File: config.mk
export PLATFORM = sky130hd
export DESIGN_NAME = gpio_irq_ctrl
export DESIGN_NICKNAME = d
export VERILOG_FILES = /design/src/rtl/gpio_ctrl_pkg.sv /design/src/rtl/gpio_sync.sv /design/src/rtl/gpio_trig.sv /design/src/rtl/gpio_regs.sv /design/src/rtl/gpio_irq_ctrl.sv
export SDC_FILE = /design/constraint.sdc
export NUM_CORES = 1
export LEC_CHECK = 0
export BUFFER_PORTS_ARGS = -buffer_cell sky130_fd_sc_hd__buf_2
export CORE_AREA = 5 5 165 207
export CTS_CLUSTER_SIZE = 30
export DETAILED_ROUTE_END_ITERATION = 7
export DIE_AREA = 0 0 170 212
export PLACE_DENSITY = 0.76
export SYNTH_ARGS = -nofsm -noshare
export SYNTH_HDL_FRONTEND = slang
export SYNTH_SLANG_ARGS = --single-unit
File: constraint.sdc
create_clock -name clk -period 1.7 [get_ports clk]
set_clock_uncertainty 0.1 [all_clocks]
set_input_delay 0.17 -clock clk [delete_from_list [all_inputs] [get_ports clk]]
set_output_delay 0.17 -clock clk [all_outputs]
set_load 0.02 [all_outputs]
File: src/rtl/gpio_ctrl_pkg.sv
package gpio_ctrl_pkg;
  localparam int BUS_AW = 8;
  localparam int BUS_DW = 32;
  localparam logic [BUS_AW-1:0] OFS_LEVEL  = 8'h00;
  localparam logic [BUS_AW-1:0] OFS_DIR    = 8'h04;
  localparam logic [BUS_AW-1:0] OFS_ENABLE = 8'h08;
  localparam logic [BUS_AW-1:0] OFS_STATUS = 8'h0C;
  localparam logic [BUS_AW-1:0] OFS_PEND   = 8'h10;
  localparam logic [BUS_AW-1:0] OFS_ACK    = 8'h14;
  localparam logic [BUS_AW-1:0] OFS_EDGE   = 8'h18;
  localparam logic [BUS_AW-1:0] OFS_POL    = 8'h1C;
  localparam logic [BUS_AW-1:0] OFS_REV    = 8'h20;
  localparam logic [BUS_AW-1:0] OFS_DUAL   = 8'h24;
  localparam logic [BUS_DW-1:0] HW_REVISION = 32'd3;
endpackage

File: src/rtl/gpio_sync.sv
module gpio_sync #(
  parameter int W = 32
) (
  input  logic         clk,
  input  logic         rst_n,
  input  logic [W-1:0] d,
  output logic [W-1:0] lvl,
  output logic [W-1:0] lvl_prev
);
  logic [W-1:0] meta_q, sync_q, prev_q;
  logic [W-1:0] meta_d, sync_d, prev_d;

  always_comb begin
    meta_d = d;
    sync_d = meta_q;
    prev_d = sync_q;
  end

  always_ff @(posedge clk or negedge rst_n) begin
    if (!rst_n) begin
      meta_q <= '0;
      sync_q <= '0;
      prev_q <= '0;
    end else begin
      meta_q <= meta_d;
      sync_q <= sync_d;
      prev_q <= prev_d;
    end
  end

  assign lvl      = sync_q;
  assign lvl_prev = prev_q;
endmodule

File: src/rtl/gpio_trig.sv
module gpio_trig #(
  parameter int W = 32
) (
  input  logic         clk,
  input  logic         rst_n,
  input  logic [W-1:0] lvl,
  input  logic [W-1:0] lvl_prev,
  input  logic [W-1:0] edge_sel,
  input  logic [W-1:0] pol,
  input  logic [W-1:0] both,
  input  logic [W-1:0] clr,
  output logic [W-1:0] stat
);
  logic [W-1:0] stat_q, stat_d, ev_w;

  for (genvar i = 0; i < W; i++) begin : g_pin
    logic rise_w, fall_w, active_w;
    always_comb begin
      rise_w   = lvl[i] & ~lvl_prev[i];
      fall_w   = ~lvl[i] & lvl_prev[i];
      active_w = pol[i] ? lvl[i] : ~lvl[i];
      if (both[i])     ev_w[i] = rise_w | fall_w;
      else if (pol[i]) ev_w[i] = rise_w;
      else             ev_w[i] = fall_w;
      if (edge_sel[i]) stat_d[i] = (stat_q[i] & ~clr[i]) | ev_w[i];
      else             stat_d[i] = active_w;
    end
  end

  always_ff @(posedge clk or negedge rst_n) begin
    if (!rst_n) stat_q <= '0;
    else        stat_q <= stat_d;
  end

  assign stat = stat_q;


  level_follow_chk: assert property (@(posedge clk) disable iff (!rst_n)
    1'b1 |=> ((stat & ~$past(edge_sel)) ==
              (~($past(pol) ^ $past(lvl)) & ~$past(edge_sel))));

  edge_hold_chk: assert property (@(posedge clk) disable iff (!rst_n)
    1'b1 |=> (($past(stat & edge_sel & ~clr) & ~stat) == '0));

  dual_catch_chk: assert property (@(posedge clk) disable iff (!rst_n)
    1'b1 |=> (($past(edge_sel & both & (lvl ^ lvl_prev)) & ~stat) == '0));

  ack_clear_chk: assert property (@(posedge clk) disable iff (!rst_n)
    1'b1 |=> ((stat & $past(edge_sel & clr & ~ev_w)) == '0));
endmodule

File: src/rtl/gpio_regs.sv
module gpio_regs
  import gpio_ctrl_pkg::*;
#(
  parameter int W = 32
) (
  input  logic              clk,
  input  logic              rst_n,
  input  logic [BUS_AW-1:0] addr,
  input  logic              we,
  input  logic [BUS_DW-1:0] wdata,
  input  logic              re,
  output logic [BUS_DW-1:0] rdata,
  input  logic [W-1:0]      lvl,
  input  logic [W-1:0]      stat,
  output logic [W-1:0]      dir,
  output logic [W-1:0]      outv,
  output logic [W-1:0]      en,
  output logic [W-1:0]      edge_sel,
  output logic [W-1:0]      pol,
  output logic [W-1:0]      both,
  output logic [W-1:0]      clr
);
  logic [W-1:0] dir_q, out_q, en_q, edge_q, pol_q, both_q;
  logic [W-1:0] wr_val;
  logic wr_out, wr_dir, wr_en, wr_edge, wr_pol, wr_both, wr_ack;
  logic [BUS_DW-1:0] rdata_q, rdata_d, mux_w;

  function automatic logic [BUS_DW-1:0] widen(input logic [W-1:0] v);
    logic [BUS_DW-1:0] r;
    r = '0;
    r[W-1:0] = v;
    return r;
  endfunction

  always_comb begin
    wr_val  = wdata[W-1:0];
    wr_out  = we && (addr == OFS_LEVEL);
    wr_dir  = we && (addr == OFS_DIR);
    wr_en   = we && (addr == OFS_ENABLE);
    wr_ack  = we && (addr == OFS_ACK);
    wr_edge = we && (addr == OFS_EDGE);
    wr_pol  = we && (addr == OFS_POL);
    wr_both = we && (addr == OFS_DUAL);
    clr     = wr_ack ? wr_val : '0;
  end

  always_comb begin
    case (addr)
      OFS_LEVEL:  mux_w = widen((dir_q & lvl) | (~dir_q & out_q));
      OFS_DIR:    mux_w = widen(dir_q);
      OFS_ENABLE: mux_w = widen(en_q);
      OFS_STATUS: mux_w = widen(stat);
      OFS_PEND:   mux_w = widen(stat & en_q);
      OFS_EDGE:   mux_w = widen(edge_q);
      OFS_POL:    mux_w = widen(pol_q);
      OFS_REV:    mux_w = HW_REVISION;
      OFS_DUAL:   mux_w = widen(both_q);
      default:    mux_w = '0;
    endcase
    rdata_d = re ? mux_w : rdata_q;
  end

  always_ff @(posedge clk or negedge rst_n) begin
    if (!rst_n) begin
      dir_q   <= '1;
      out_q   <= '0;
      en_q    <= '0;
      edge_q  <= '0;
      pol_q   <= '0;
      both_q  <= '0;
      rdata_q <= '0;
    end else begin
      if (wr_dir)  dir_q  <= wr_val;
      if (wr_out)  out_q  <= wr_val;
      if (wr_en)   en_q   <= wr_val;
      if (wr_edge) edge_q <= wr_val;
      if (wr_pol)  pol_q  <= wr_val;
      if (wr_both) both_q <= wr_val;
      rdata_q <= rdata_d;
    end
  end

  assign dir      = dir_q;
  assign outv     = out_q;
  assign en       = en_q;
  assign edge_sel = edge_q;
  assign pol      = pol_q;
  assign both     = both_q;
  assign rdata    = rdata_q;


  rdata_hold_chk: assert property (@(posedge clk) disable iff (!rst_n)
    !re |=> $stable(rdata));
endmodule

File: src/rtl/gpio_irq_ctrl.sv
module gpio_irq_ctrl
  import gpio_ctrl_pkg::*;
#(
  parameter int NPINS = 32
) (
  input  logic              clk,
  input  logic              rst_n,
  input  logic [BUS_AW-1:0] bus_addr,
  input  logic              bus_we,
  input  logic [BUS_DW-1:0] bus_wdata,
  input  logic              bus_re,
  output logic [BUS_DW-1:0] bus_rdata,
  input  logic [NPINS-1:0]  pin_in,
  output logic [NPINS-1:0]  pin_out,
  output logic [NPINS-1:0]  pin_oe,
  output logic              irq
);
  logic [NPINS-1:0] lvl_w, prev_w, stat_w;
  logic [NPINS-1:0] dir_w, out_w, en_w, edge_w, pol_w, both_w, clr_w;

  gpio_sync #(.W(NPINS)) u_sync (
    .clk(clk), .rst_n(rst_n), .d(pin_in), .lvl(lvl_w), .lvl_prev(prev_w)
  );

  gpio_trig #(.W(NPINS)) u_trig (
    .clk(clk), .rst_n(rst_n), .lvl(lvl_w), .lvl_prev(prev_w),
    .edge_sel(edge_w), .pol(pol_w), .both(both_w), .clr(clr_w), .stat(stat_w)
  );

  gpio_regs #(.W(NPINS)) u_regs (
    .clk(clk), .rst_n(rst_n), .addr(bus_addr), .we(bus_we), .wdata(bus_wdata),
    .re(bus_re), .rdata(bus_rdata), .lvl(lvl_w), .stat(stat_w),
    .dir(dir_w), .outv(out_w), .en(en_w), .edge_sel(edge_w), .pol(pol_w),
    .both(both_w), .clr(clr_w)
  );

  assign pin_out = out_w;
  assign pin_oe  = ~dir_w;
  assign irq     = |(stat_w & en_w);


  masked_quiet_chk: assert property (@(posedge clk) disable iff (!rst_n)
    (en_w == '0) |-> !irq);

  reset_inputs_chk: assert property (@(posedge clk) disable iff (!rst_n)
    $rose(rst_n) |-> (pin_oe == '0));
endmodule

=== Word level (Yosys, flattened, before mapping) ===
Cells that the tools add are included.

* Bitwise logic cells: 261
* Mux-type cells: 130
* Equality and inequality tests: 9
* Reductions and logical operators: 9

{| class="wikitable"
|+ Operator list
! kind !! count
|-
| case mux 32 bit (9 select lines) || 1
|-
| 2-to-1 mux 1 bit || 128
|-
| AND 1 bit || 96
|-
| AND 32 bit || 3
|-
| NOT 1 bit || 96
|-
| bitwise OR 1 bit || 64
|-
| equality test 8 x 5 -> 1 bit, second input constant || 4
|-
| 2-to-1 mux 32 bit || 1
|-
| NOT 32 bit || 1
|-
| bitwise OR 32 bit || 1
|-
| OR reduction 32 bit || 1
|-
| equality test 8 x 4 -> 1 bit, second input constant || 2
|-
| equality test 8 x 6 -> 1 bit, second input constant || 2
|-
| equality test 8 x 3 -> 1 bit, second input constant || 1
|-
| zero test 8 bit || 1
|-
| logical AND 1 bit || 7
|}

* Input bits: 76
* Bits in registers: 352

=== Logic depth before layout (Yosys ltp) ===
Gate-level depths: netlist of the first run.

* Depth in word-level cells: 7
* Mapped depth: 9
* Mapped depth without buffers: 7

=== Cells and area by module ===
A second synthesis of the first run with hierarchy kept.

* Cell total of the unflattened synthesis: 1442
* Area total of the unflattened synthesis: 17065.1 sq um

{| class="wikitable"
|+ By module, submodules not included
! module !! instances !! area each (sq um) !! cells each !! seq. area each (sq um)
|-
| gpio_regs || 1 || 11021.8 || 909 || 5645.4
|-
| gpio_trig || 1 || 3363.2 || 384 || 800.8
|-
| gpio_sync || 1 || 2402.3 || 96 || 2402.3
|-
| gpio_irq_ctrl || 1 || 277.8 || 53 || 0.0
|}

=== Least setup slack after synthesis of the first run ===
OpenSTA, ideal clock, no wires.

* Path type: input port to flip-flop
* Start point: input port bus_addr[7]
* End point: register u_regs.pol_q[10], in the netlist u_regs.pol[10]
* Cell stages on the path: 6
* Data required time: 1475 ps
* Data arrival time: 1575 ps
* Path buffers: 2
* Slack: -100 ps
* Path through: buf_4 -> or4b_4 -> nor2_2 -> nand2_2 -> buf_6 -> mux2_4

* Longest elaborated chain between the ends: 2

{| class="wikitable"
|+ RTL lines
! what !! RTL line !! source
|-
| start, declared || gpio_irq_ctrl.sv:8 || <nowiki>input logic [BUS_AW-1:0] bus_addr,</nowiki>
|-
| equality test 8 x 5 -> 1 bit || gpio_regs.sv:42 || <nowiki>wr_pol = we && (addr == OFS_POL);</nowiki>
|-
| logical AND 1 bit || gpio_regs.sv:42 ||
|-
| end signal, assigned || gpio_regs.sv:77 || <nowiki>if (wr_pol) pol_q <= wr_val;</nowiki>
|-
| end, declared || gpio_regs.sv:23 || <nowiki>logic [W-1:0] dir_q, out_q, en_q, edge_q, pol_q, both_q;</nowiki>
|}

Every way passes these cells.
A chain may end at the register's enable or synchronous reset.

=== Worst setup path after layout of the first run ===
* Start point: register u_trig.stat_q[23], in the netlist u_trig.stat[23]
* End point: output port irq

* Longest elaborated chain between the ends: 2

{| class="wikitable"
|+ RTL lines
! what !! RTL line !! source
|-
| start, declared || gpio_trig.sv:14 || <nowiki>logic [W-1:0] stat_q, stat_d, ev_w;</nowiki>
|-
| start signal, assigned || gpio_trig.sv:32 || <nowiki>else stat_q <= stat_d;</nowiki>
|-
| AND 32 bit || gpio_irq_ctrl.sv:39 || <nowiki>assign irq = |(stat_w & en_w);</nowiki>
|-
| OR reduction 32 bit || gpio_irq_ctrl.sv:39 ||
|-
| end, declared || gpio_irq_ctrl.sv:16 || <nowiki>output logic irq</nowiki>
|}

Every way passes these cells.

==> qor.log, run 1 <==
INFO  synthesis      synth-compound-area-share=13.74%
INFO  grt            via_count_of_the_first_global_routing_pass=14740
INFO  timing         setup-tns-final=-0.8101ns
INFO  synthesis      synth.yosys.seq_area_share=51.92%
INFO  grt            grt_start_max_net_pins=81
INFO  worst_setup_path setup.worst_path.end_class=output port
INFO  floorplanning  number_of_cell_rows=74
INFO  power          netSwitchingPower=5.105mW
INFO  synthesis      synth.lib_cells_used.distinct=65
INFO  synthesis      syn_inst=1419
INFO  power          cellInternalPower=14.62mW
INFO  detailed_routing total_via_count_in_the_routed_design=13780
INFO  grt            grt_first_pass_wirelength=82.99mm
INFO  timing         setup_repair_after_global_routing_missed_its_margin=true
INFO  worst_setup_path critical_path_arrival=2.24ns
INFO  power          total_power=19.72mW
INFO  worst_setup_path timing.critical_path.from_type=register
INFO  power          power.sequential.fraction=47.0%
INFO  grt            gr-total-overflow=0
INFO  timing         slew_limit_fails=0
INFO  floorplanning  initial_utilization=53.05%
INFO  synthesis      synthesis.yosys.warnings=0
INFO  floorplanning  die_width=170um
INFO  layout         final_net_count=2001
INFO  worst_hold_path worst_hold_path_type=primary input to asynchronous set/reset pin
INFO  clocking       clock_latency=0.55ns
INFO  power          power.static_leakage=10.86nW
INFO  floorplanning  core_area=32130um^2
INFO  synthesis      yosys.area_share.xor_xnor=1.645%
INFO  power          vdd_ir_drop_max=0.9994mV
INFO  layout         stdcell_count=2309
INFO  worst_setup_path timing.setup.critical_path_class=register to output port
INFO  placed_design  gpl.final_weighted_congestion=0.9437
INFO  timing         setup_viol=1
INFO  grt            grt_antenna_before_repair=4
INFO  timing         tightest_slew=0.7284ns
INFO  layout         drive_above_1_share=38.25%
INFO  synthesis      most_used_dff_post_synth=dfrtp_1
INFO  power          sw_frac_of_total=25.88%
INFO  worst_setup_path cp.required=1.43ns
INFO  placed_design  dpl.hpwl=37.92mm
INFO  synthesis      netlist_area=17040um^2
INFO  timing         relSlewSlack=51.44%
INFO  floorplanning  dieArea=36040um^2
INFO  clocking       tritoncts=built
INFO  synthesis      synth_async_sr_flop_share=100.0%
INFO  timing         fin_crit=2.510ns
INFO  clocking       cts.clk_slew.worst_paths=0.06ns
INFO  layout         finish.utilization=69.06%
INFO  run_status     status=finished, violations left
INFO  detailed_routing drcViolationCount=0
INFO  clocking       clock_sinks=352
INFO  synthesis      synth_edf_count=0
INFO  synthesis      postSynthAreaPerCell=12.01um^2
INFO  power          cellPowerDensity=889.0nW/um^2
INFO  job            timing.max_cap.violations=0
INFO  timing         period_share=147.7%
INFO  detailed_routing totalWireLength=53.79mm
INFO  floorplanning  die_y=212um
INFO  timing         setup_slack=-0.8101ns
INFO  timing         holdWs=0.1314ns
INFO  run_status     failing_checks=setup timing
INFO  worst_setup_path r2r.worst_path.cells=5
INFO  power          combPwrFrac=12.5%
INFO  synthesis      synth_top_family_by_area=multiplexers
INFO  synthesis      yosys-mux-area-fraction=17.11%
INFO  timing         hold_viol=0
INFO  grt            globalRouteTotalUtil=29.68%
INFO  placed_design  placed_cells_incl_taps=2173
INFO  detailed_routing avgRoutedWirePerCell=23.29um
INFO  clocking       cts_made_buffers=37
INFO  clocking       clockBufferDepth=3
INFO  detailed_routing antenna_violating_nets_post_route=0
INFO  synthesis      synth_seq_cells=352
INFO  worst_setup_path critPathMaxFanout=2
INFO  timing         max_freq=0.3984GHz
INFO  layout         area.growth.synth_to_final=30.19%
INFO  detailed_routing iteration_0_drc_markers=1210
INFO  synthesis      yosys.area_share.adder=4.699%
INFO  clocking       cell_chosen_for_the_clock_root=clkbuf_16
INFO  power          p_clk_share=40.5%
INFO  placed_design  numPortBuffers=172
INFO  clocking       ctsHtreeMaxLevel=2
INFO  detailed_routing first_pass_iters=7
INFO  detailed_routing drt-vias-per-instance=5.968
INFO  synthesis      synth_fp_nets=1559
INFO  floorplanning  floorplan.io_pins=173
INFO  synthesis      synthSimpleGateAreaFrac=6.468%
-- critical path, stage by stage (launching register included) --
cell and delay [ns]:
dfrtp_1 0.40, a22o_1 0.25, a221oi_2 0.17, nand3_1 0.15, or4_4 0.58, buf_6 0.16
-- cells in the mapped netlist, drive strengths merged (8+ instances only) --
cell / n / area [um^2]
mux2i: 28 / 280.3
o2bb2ai: 22 / 192.7
a32oi: 24 / 210.2
a22oi: 26 / 195.2
nor2: 58 / 220.2
o211ai: 8 / 60.06
nand2: 66 / 260.3
a21o: 10 / 75.07
xnor2: 32 / 280.3
a211oi: 40 / 300.3
nand3: 15 / 80.08
a31oi: 9 / 56.30
o22ai: 10 / 62.56
o21ai: 33 / 165.2
nor2b: 37 / 231.5
clkbuf: 12 / 45.04
and3: 8 / 50.05
dfstp: 32 / 840.8
a22o: 12 / 105.1
inv: 102 / 382.9
buf: 55 / 326.6
nor3: 8 / 45.04
a21oi: 118 / 590.6
dfrtp: 320 / 8008
ha: 64 / 800.8
mux2: 204 / 2522
a221oi: 11 / 96.34
a32o: 9 / 90.09
-- path summary, 6_finish.rpt --
path,endpoint,slack [ns],start
setup / recovery,irq,-0.81,u_trig.stat[23]
hold / removal,u_regs.dir[17],0.13,rst_n
setup reg to reg,u_regs.rdata[29],0.02,u_trig.stat[29]
hold reg to reg,u_sync.lvl[21],0.24,u_sync.meta_q[21]
max in group asynchronous,u_regs.both[6],0.46,rst_n
min in group clk,u_sync.meta_q[10],0.16,pin_in[10]
-- timing repair --
action | CTS | global route
pin swaps | 3 | 4
resized for setup | 6 | 19
endpoints found under the setup margin | 3 | 16
hold buffers | 68 | 0
buffers inserted | 0 | 1
endpoints found under the hold margin | 572 | 0
-- cells by family (layout without fill, tap and decap cells) --
| family | Yosys count | count (layout) |
|---|---|---|
| other | 0 | 1 |
| adder cells (fa/ha/maj) | 64 | 64 |
| multiplexers | 237 | 237 |
| flip-flops | 352 | 352 |
| AND/OR/NAND/NOR | 217 | 217 |
| buffers and inverters | 169 | 640 |
| XOR/XNOR | 32 | 32 |
| AO/OA/AOI/OAI | 348 | 348 |
-- layout by cell type, fill, tap and decap left out, drive strengths merged, types with 5 or more instances in the layout --
cell type and instances:
mux2i 28, clkinv 9, a31oi 9, a21o 10, mux4 5, dfrtp 320
a221oi 11, o2bb2ai 22, dfstp 32, dlygate4sd3 67, ha 64, xnor2 32
a22o 12, and2 7, a21oi 118, inv 103, nor3 8, buf 402
o211ai 8, nor2 58, o21ai 33, nand2 66, o22ai 10, a22oi 26
a211oi 40, and3 8, nand3 15, nor2b 37, a32o 9, mux2 204
clkbuf 57, a32oi 24
-- cell type report --
| cell class | instances | area (um^2) |
|---|---|---|
| fill | 2202 | 9941 |
| sequential | 352 | 8860 |
| multi-input combinational | 898 | 7560 |
| timing repair buffer | 470 | 3669 |
| clock buffer | 57 | 1081 |
| tap | 418 | 523.0 |
| inverter | 102 | 382.9 |
| clock inverter | 11 | 110.1 |
| antenna | 1 | 2.502 |
-- power by group through the flow --
stage | combinational, mW | clock [mW] | sequential [mW]
floorplan | 1.03 | 0 | 9.35
global placement | 2.19 | 0 | 9.37
detailed placement | 2.28 | 0 | 9.39
CTS | 2.44 | 8.05 | 9.25
global route | 2.67 | 8.42 | 9.32
finish | 2.47 | 7.98 | 9.27
-- through the flow --
step	area, um^2	worst slack, ns
6_report	22190	-0.8101
3_5_place_dp	20240	-0.3568
3_3_place_gp	20240	-0.2998
4_1_cts	22130	-0.7703
5_1_grt	22190	-0.8248
2_1_floorplan	17150	-0.02620
-- layer usage --
| metal | global-route usage [%] | share of wire (%) | up-vias | wire (um) |
|---|---|---|---|---|
| li1 | - | - | 6006 | - |
| met1 | 36.86 | 38 | 6841 | 20600 |
| met3 | 6.323 | 7.6 | 222 | 4065 |
| met4 | 15.67 | 6.2 | 6 | 3317 |
| met5 | 0 | 0.058 | - | 31 |
| met2 | 48.90 | 48 | 705 | 25780 |
(Power assumes the default switching activity.)
==> run 2: changes to the inputs <==
Settings changed: RECOVER_POWER from default to 100.
==> run 2 against run 1 <==
Net effect: the run still ends with setup timing left; register-to-register slack got worse by 0.04 ns; combinational power down 2%; die area stayed put; sequential power about the same; critical path depth is the same; setup slack gained 0.0018 ns; non-clock buffer count did not move; clock-buffer cell count stayed put; via count about the same; clock power barely moved; global-route usage stayed put; critical endpoint unchanged.
==> qor.log, run 2 (same netlist as run 1, synthesis figures left out) <==
INFO  run_status     status=finished, violations left
INFO  run_status     failing_checks=setup timing
INFO  layout         nFillCells=2302
INFO  worst_setup_path setup.worst_path.end_class=output port
INFO  timing         slew_limit_fails=0
INFO  placed_design  placement.cell_area=20240um^2
INFO  job            timing.max_cap.violations=0
INFO  worst_hold_path worst_hold_path_type=primary input to register
INFO  grt            gr-total-overflow=0
INFO  floorplanning  number_of_cell_rows=74
INFO  clocking       cts.clk_slew.worst_paths=0.06ns
INFO  floorplanning  die_y=212um
INFO  timing         tightest_slew=0.7451ns
INFO  layout         area.growth.synth_to_final=28.40%
INFO  floorplanning  die_width=170um
INFO  power          total_power=19.65mW
INFO  clocking       tritoncts=built
INFO  worst_setup_path critical_path.n_buffers_inverters=1
INFO  layout         final_net_count=2001
INFO  worst_setup_path timing.setup.critical_path_class=register to output port
INFO  worst_setup_path slowest_stage=or4_4
INFO  grt            grt_antenna_before_repair=3
INFO  detailed_routing drcViolationCount=0
INFO  grt            via_count_of_the_first_global_routing_pass=14740
INFO  clocking       clockBufferDepth=3
INFO  clocking       cell_chosen_for_the_clock_root=clkbuf_16
INFO  layout         drive_above_1_share=32.01%
INFO  power          power.static_leakage=10.49nW
INFO  layout         most-common-layout-cells=320 x dfrtp_1, 183 x buf_4, 126 x mux2_2
INFO  timing         setup_viol=84
INFO  grt            grt_first_pass_wirelength=82.99mm
INFO  worst_setup_path timing.critical_path.from_type=register
INFO  clocking       ctsHtreeMaxLevel=2
INFO  timing         relSlewSlack=50.33%
INFO  timing         holdWs=0.1631ns
INFO  worst_setup_path path_cells=a22o_1, a221oi_2, nand3_1, or4_4, buf_6
INFO  timing         max_freq=0.3987GHz
INFO  clocking       clock_latency=0.55ns
INFO  detailed_routing iteration_0_drc_markers=1307
INFO  worst_setup_path critical_path_arrival=2.24ns
INFO  placed_design  numPortBuffers=172
INFO  detailed_routing total_via_count_in_the_routed_design=13780
INFO  layout         final_design_area_no_fill=21880um^2
INFO  power          vdd_ir_drop_max=0.9717mV
INFO  timing         setup_slack=-0.8083ns
INFO  layout         mostFrequentLayoutCell=dfrtp_1
INFO  timing         hold_viol=0
INFO  worst_setup_path cp.required=1.43ns
INFO  floorplanning  dieArea=36040um^2
INFO  floorplanning  core_area=32130um^2
INFO  floorplanning  floorplan.io_pins=173
INFO  detailed_routing totalWireLength=53.70mm
INFO  timing         period_share=147.5%
INFO  grt            globalRouteTotalUtil=29.68%
INFO  timing         fin_crit=2.508ns
INFO  layout         finish.utilization=68.11%
INFO  detailed_routing antenna_violating_nets_post_route=0
INFO  floorplanning  initial_utilization=53.05%
INFO  clocking       cts_made_buffers=37
INFO  timing         setup_repair_after_global_routing_missed_its_margin=true
INFO  worst_setup_path timing.critical_path.max_delay_family=simple AND/OR/NAND/NOR gates
INFO  detailed_routing first_pass_iters=5
INFO  placed_design  dpl.hpwl=37.92mm
INFO  placed_design  gpl.final_weighted_congestion=0.9437
INFO  detailed_routing drt-vias-per-instance=5.967
INFO  timing         setup-tns-final=-4.693ns
INFO  clocking       clock_sinks=352
INFO  worst_setup_path critPathMaxStageDelay=0.58ns
INFO  power          cellPowerDensity=897.8nW/um^2
INFO  grt            grt_start_max_net_pins=81
INFO  worst_setup_path critPathMaxFanout=2
INFO  detailed_routing avgRoutedWirePerCell=23.26um
## run 2: cell types whose count changed in the layout (fill, tap and decap cells not counted), moves of 9 or more
| cell | change |
|---|---|
| clkbuf_1 | +79 |
| buf_2 | -70 |
| dfstp_1 | +25 |
| dfstp_2 | -25 |
| buf_4 | -17 |
| buf_12 | -11 |
| clkbuf_2 | +10 |
| dfrtp_1 | +9 |
| dfrtp_2 | -9 |
## run 2: repair_timing
item                                   4_1_cts  5_1_grt
pin swaps                                    3        4
setup endpoints to repair                    3       16
endpoints found under the hold margin      572        0
hold buffers                                68        0
resized for setup                            6       19
setup buffers                                0        1
## run 2: through the flow
| step | std cells | setup slack [ns] |
|---|---|---|
| after floorplan | 1419 | -0.02620 |
| after global placement | 2173 | -0.2998 |
| after detailed placement | 2173 | -0.3568 |
| after CTS | 2308 | -0.7703 |
| after global routing | 2309 | -0.8248 |
| final | 2309 | -0.8083 |
## run 2: metal layers
layer / share of wire, % / track usage [%]
met1: 38 / 36.86
met2: 48 / 48.90
met3: 7.8 / 6.323
met4: 5.7 / 15.67
met5: 0.035 / 0
## run 2: power by group
group	internal, mW	leakage (nW)	total (mW)	switching (mW)
Clock	4.57	0.588	7.97	3.40
Combinational	1.16	5.42	2.41	1.26
Sequential	8.83	4.48	9.26	0.432
Total	14.6	10.5	19.6	5.09
## run 2: worst paths after layout
kind                       slack (ns)               from                end  cells after the start
max                             -0.81    u_trig.stat[23]                irq                      5
min                              0.16         pin_in[10]  u_sync.meta_q[10]                      2
max reg2reg                     -0.02     u_sync.lvl[20]    u_trig.stat[20]                      8
min reg2reg                      0.24  u_sync.meta_q[21]     u_sync.lvl[21]                      0
max in group asynchronous        0.04              rst_n     u_regs.both[6]                      3
min in group asynchronous        0.49              rst_n     u_regs.dir[17]                      2
## run 2: area by class of cell
cell class	count	area (um^2)	share of cell area, %
multi-input cells	898	7531	34.42
clock buffers	57	1081	4.940
repair buffers	470	3403	15.55
inverters	102	382.9	1.750
diodes	1	2.502	0.01144
flip-flops and latches	352	8848	40.44
clock inverters	11	110.1	0.5032
well taps	418	523.0	2.390
==> run 3: changes to the inputs <==
Settings changed: ABC_AREA from default to 1, CORE_AREA 5 5 165 207 to 5 5 164 206, DIE_AREA 0 0 170 212 to 0 0 169 211.
==> run 3 against run 2 <==
Net effect: the flow still finishes with violations (setup timing); clock-buffer cell count increased by 1; synthesized area decreased by 1.1%; die area decreased by 1.1%; via count increased by 9.8%.
==> qor.log, run 3 <==
INFO  run_status     status=finished, violations left
INFO  run_status     failing_checks=setup timing
INFO  detailed_routing iteration_0_drc_markers=1233
INFO  floorplanning  initial_utilization=53.47%
INFO  placed_design  dpl.hpwl=34.11mm
INFO  clocking       clock_sinks=352
INFO  floorplanning  floorplan.io_pins=173
INFO  clocking       cts_setup_buffers=0
INFO  synthesis      synth.lib_cells_used.distinct=30
INFO  placed_design  placed_cells_incl_taps=2619
INFO  layout         sequential_cell_area=8848um^2
INFO  detailed_routing total_via_count_in_the_routed_design=15130
INFO  clocking       ctsHtreeMaxLevel=2
INFO  floorplanning  dieArea=35660um^2
INFO  synthesis      most_used_dff_post_synth=dfrtp_1
INFO  timing         slew_limit_fails=0
INFO  layout         finish.utilization=64.74%
INFO  layout         final_net_count=2452
INFO  worst_setup_path cp.required=1.43ns
INFO  worst_setup_path timing.critical_path.from_type=register
INFO  layout         drive_above_1_share=12.47%
INFO  floorplanning  core_area=31510um^2
INFO  floorplanning  number_of_cell_rows=73
INFO  timing         hold_viol=0
INFO  detailed_routing totalWireLength=49.96mm
INFO  worst_hold_path worst_hold_path_type=primary input to register
INFO  clocking       clock_latency=0.53ns
INFO  layout         multi_input_area=6660um^2
INFO  timing         fin_crit=2.105ns
INFO  floorplanning  die_y=211um
INFO  power          cellInternalPower=14.77mW
INFO  clocking       cell_chosen_for_the_clock_root=clkbuf_16
INFO  synthesis      syn_inst=2037
INFO  detailed_routing drt-vias-per-instance=5.494
INFO  grt            via_count_of_the_first_global_routing_pass=15390
INFO  grt            grt_antenna_before_repair=0
INFO  synthesis      synth_area_leaders=dfrtp_1 48%, nand2_1 14%, o21ai_0 6.7%
INFO  worst_setup_path worst-r2r-setup-slack=0.21ns
INFO  synthesis      synth_fp_nets=2177
INFO  layout         antennaDiodeCount=0
INFO  worst_setup_path critical_path_arrival=1.84ns
INFO  layout         stdcell_count=2753
INFO  clocking       clockBufferDepth=3
INFO  power          cellPowerDensity=967.0nW/um^2
INFO  power          p_clk_share=43.2%
INFO  timing         tightest_slew=1.448ns
INFO  grt            globalRouteTotalUtil=28.12%
INFO  synthesis      synth.most_common_cell=nand2_1
INFO  power          sw_frac_of_total=25.13%
INFO  layout         most-common-layout-cells=632 x nand2_1, 320 x dfrtp_1, 241 x o21ai_0
INFO  synthesis      netlist_area=16850um^2
INFO  synthesis      synth.yosys.seq_area_share=52.51%
INFO  power          netSwitchingPower=4.957mW
INFO  clocking       cts_made_buffers=38
INFO  synthesis      synth_seq_cells=352
INFO  power          power.sequential.fraction=47.4%
INFO  grt            gr-total-overflow=0
INFO  clocking       tritoncts=built
INFO  synthesis      post_synthesis_cell_type_with_the_largest_combined_area=dfrtp_1
INFO  detailed_routing drcViolationCount=0
INFO  clocking       cts.clk_slew.worst_paths=0.06ns
INFO  power          power.static_leakage=10.16nW
INFO  layout         mostFrequentLayoutCell=nand2_1
INFO  job            timing.max_cap.violations=0
INFO  synthesis      synth_async_sr_flop_share=100.0%
INFO  timing         setup-tns-final=-0.4288ns
INFO  detailed_routing first_pass_iters=6
INFO  detailed_routing avgRoutedWirePerCell=18.15um
INFO  power          combPwrFrac=9.4%
INFO  detailed_routing antenna_violating_nets_post_route=0
INFO  synthesis      yosys.area.top_type_share=47.52%
INFO  power          total_power=19.73mW
INFO  worst_setup_path critPathMaxFanout=3
INFO  synthesis      synthTopCellsByCount=639 x nand2_1, 320 x dfrtp_1, 228 x inv_1
INFO  timing         period_share=123.8%
INFO  timing         setup_slack=-0.4050ns
INFO  synthesis      synthesis.yosys.warnings=0
INFO  timing         max_freq=0.4751GHz
INFO  synthesis      postSynthAreaPerCell=8.272um^2
INFO  placed_design  numPortBuffers=172
INFO  worst_setup_path timing.setup.critical_path_class=register to output port
INFO  placed_design  gpl.final_weighted_congestion=0.9103
INFO  worst_setup_path setup.worst_path.end_class=output port
INFO  layout         nFillCells=2651
INFO  timing         relSlewSlack=3.474%
INFO  synthesis      synth_edf_count=0
INFO  power          vdd_ir_drop_max=0.7257mV
INFO  timing         setup_repair_after_global_routing_missed_its_margin=true
INFO  layout         area.growth.synth_to_final=21.07%
INFO  grt            grt_start_max_net_pins=57
INFO  timing         setup_viol=3
INFO  floorplanning  die_width=169um
INFO  grt            grt_first_pass_wirelength=80.41mm
==> run 3: cell count changes after synthesis, moves of 24 or more <==
| cell | change |
|---|---|
| a211oi_1 | -40 |
| a21oi_1 | -88 |
| mux2i_1 | -28 |
| a22oi_1 | -24 |
| o21ai_0 | +198 |
| inv_1 | +126 |
| mux2_2 | -128 |
| nand2_1 | +576 |
| nand3_1 | +59 |
| mux2_4 | -60 |
| a32oi_1 | -24 |
| o21ai_1 | +103 |
| nor2b_1 | -37 |
| nor2_1 | +78 |
==> run 3: routing by layer <==
layer  up-vias  routed length [um]  GRT usage, %  share of wire [%]
li1       6989                   -             -                  -
met1      7237               18990         34.75                 38
met2       701               24220         47.88                 48
met3       198                4003         4.961                8.0
met4         0                2749         13.69                5.5
met5         -                   0             0                  0
==> run 3: worst max-delay path, stage by stage, from the launching register on <==
cell and delay [ns]:
dfrtp_1 0.41, nand2_2 0.11, nand4_1 0.15, nor4_2 0.34, nand2_2 0.14, buf_6 0.16
==> run 3: final cells by class <==
type / instances / share of cell area (%)
sequential: 352 / 43.38
multi-input combinational: 1377 / 32.65
timing repair buffer: 308 / 10.78
clock buffer: 58 / 5.686
inverter: 235 / 4.330
tap: 412 / 2.527
clock inverter: 11 / 0.6501
==> run 3: power groups by stage <==
| stage | logic (mW) | clock network [mW] | registers (mW) |
|---|---|---|---|
| detailed placement | 1.71 | 0 | 9.47 |
| CTS | 1.86 | 8.60 | 9.34 |
| finish | 1.84 | 8.53 | 9.35 |
| floorplan | 0.923 | 0 | 9.40 |
| global placement | 1.65 | 0 | 9.44 |
| global route | 2.09 | 8.97 | 9.41 |
==> run 3: cells by family (layout without fill, tap and decap cells) <==
| logic type | count (synthesis) | after routing | share of synthesized area, % |
|---|---|---|---|
| DFF | 352 | 352 | 52.51 |
| and+or+nand+nor | 883 | 883 | 21.21 |
| xor gates and xnor gates | 32 | 32 | 1.663 |
| buffers and inverters | 308 | 612 | 7.760 |
| adders and majority gates | 64 | 64 | 4.752 |
| AOI/OAI and AO/OA | 398 | 398 | 12.10 |
==> run 3: path summary, 6_finish.rpt <==
path                                        start                end  cells after the start
worst max-delay path                u_regs.en[19]                irq                      5
worst min-delay path                       bus_re   u_regs.rdata[14]                      4
worst max register to register     u_regs.dir[10]   u_regs.rdata[10]                      8
worst min register to register  u_sync.meta_q[14]     u_sync.lvl[14]                      0
max in group asynchronous                   rst_n     u_regs.dir[24]                      3
min in group asynchronous                   rst_n  u_sync.meta_q[23]                      2
==> run 3: timing repair <==
action,in CTS,in global routing
gates resized for setup,7,10
endpoints found under the setup margin,1,1
pin swaps,3,5
hold buffers,65,0
hold endpoints to repair,556,0
==> run 3: metrics by stage <==
step | cell area (um^2) | setup WS, ns | hold slack (ns)
2_1_floorplan | 16850 | 0.3660 | -0.2256
3_3_place_gp | 18690 | 0.006252 | 0.01373
3_5_place_dp | 18690 | -0.006490 | 0.02085
4_1_cts | 20650 | -0.4346 | 0.008214
5_1_grt | 20400 | -0.4860 | 0.04788
6_report | 20400 | -0.4050 | 0.04228
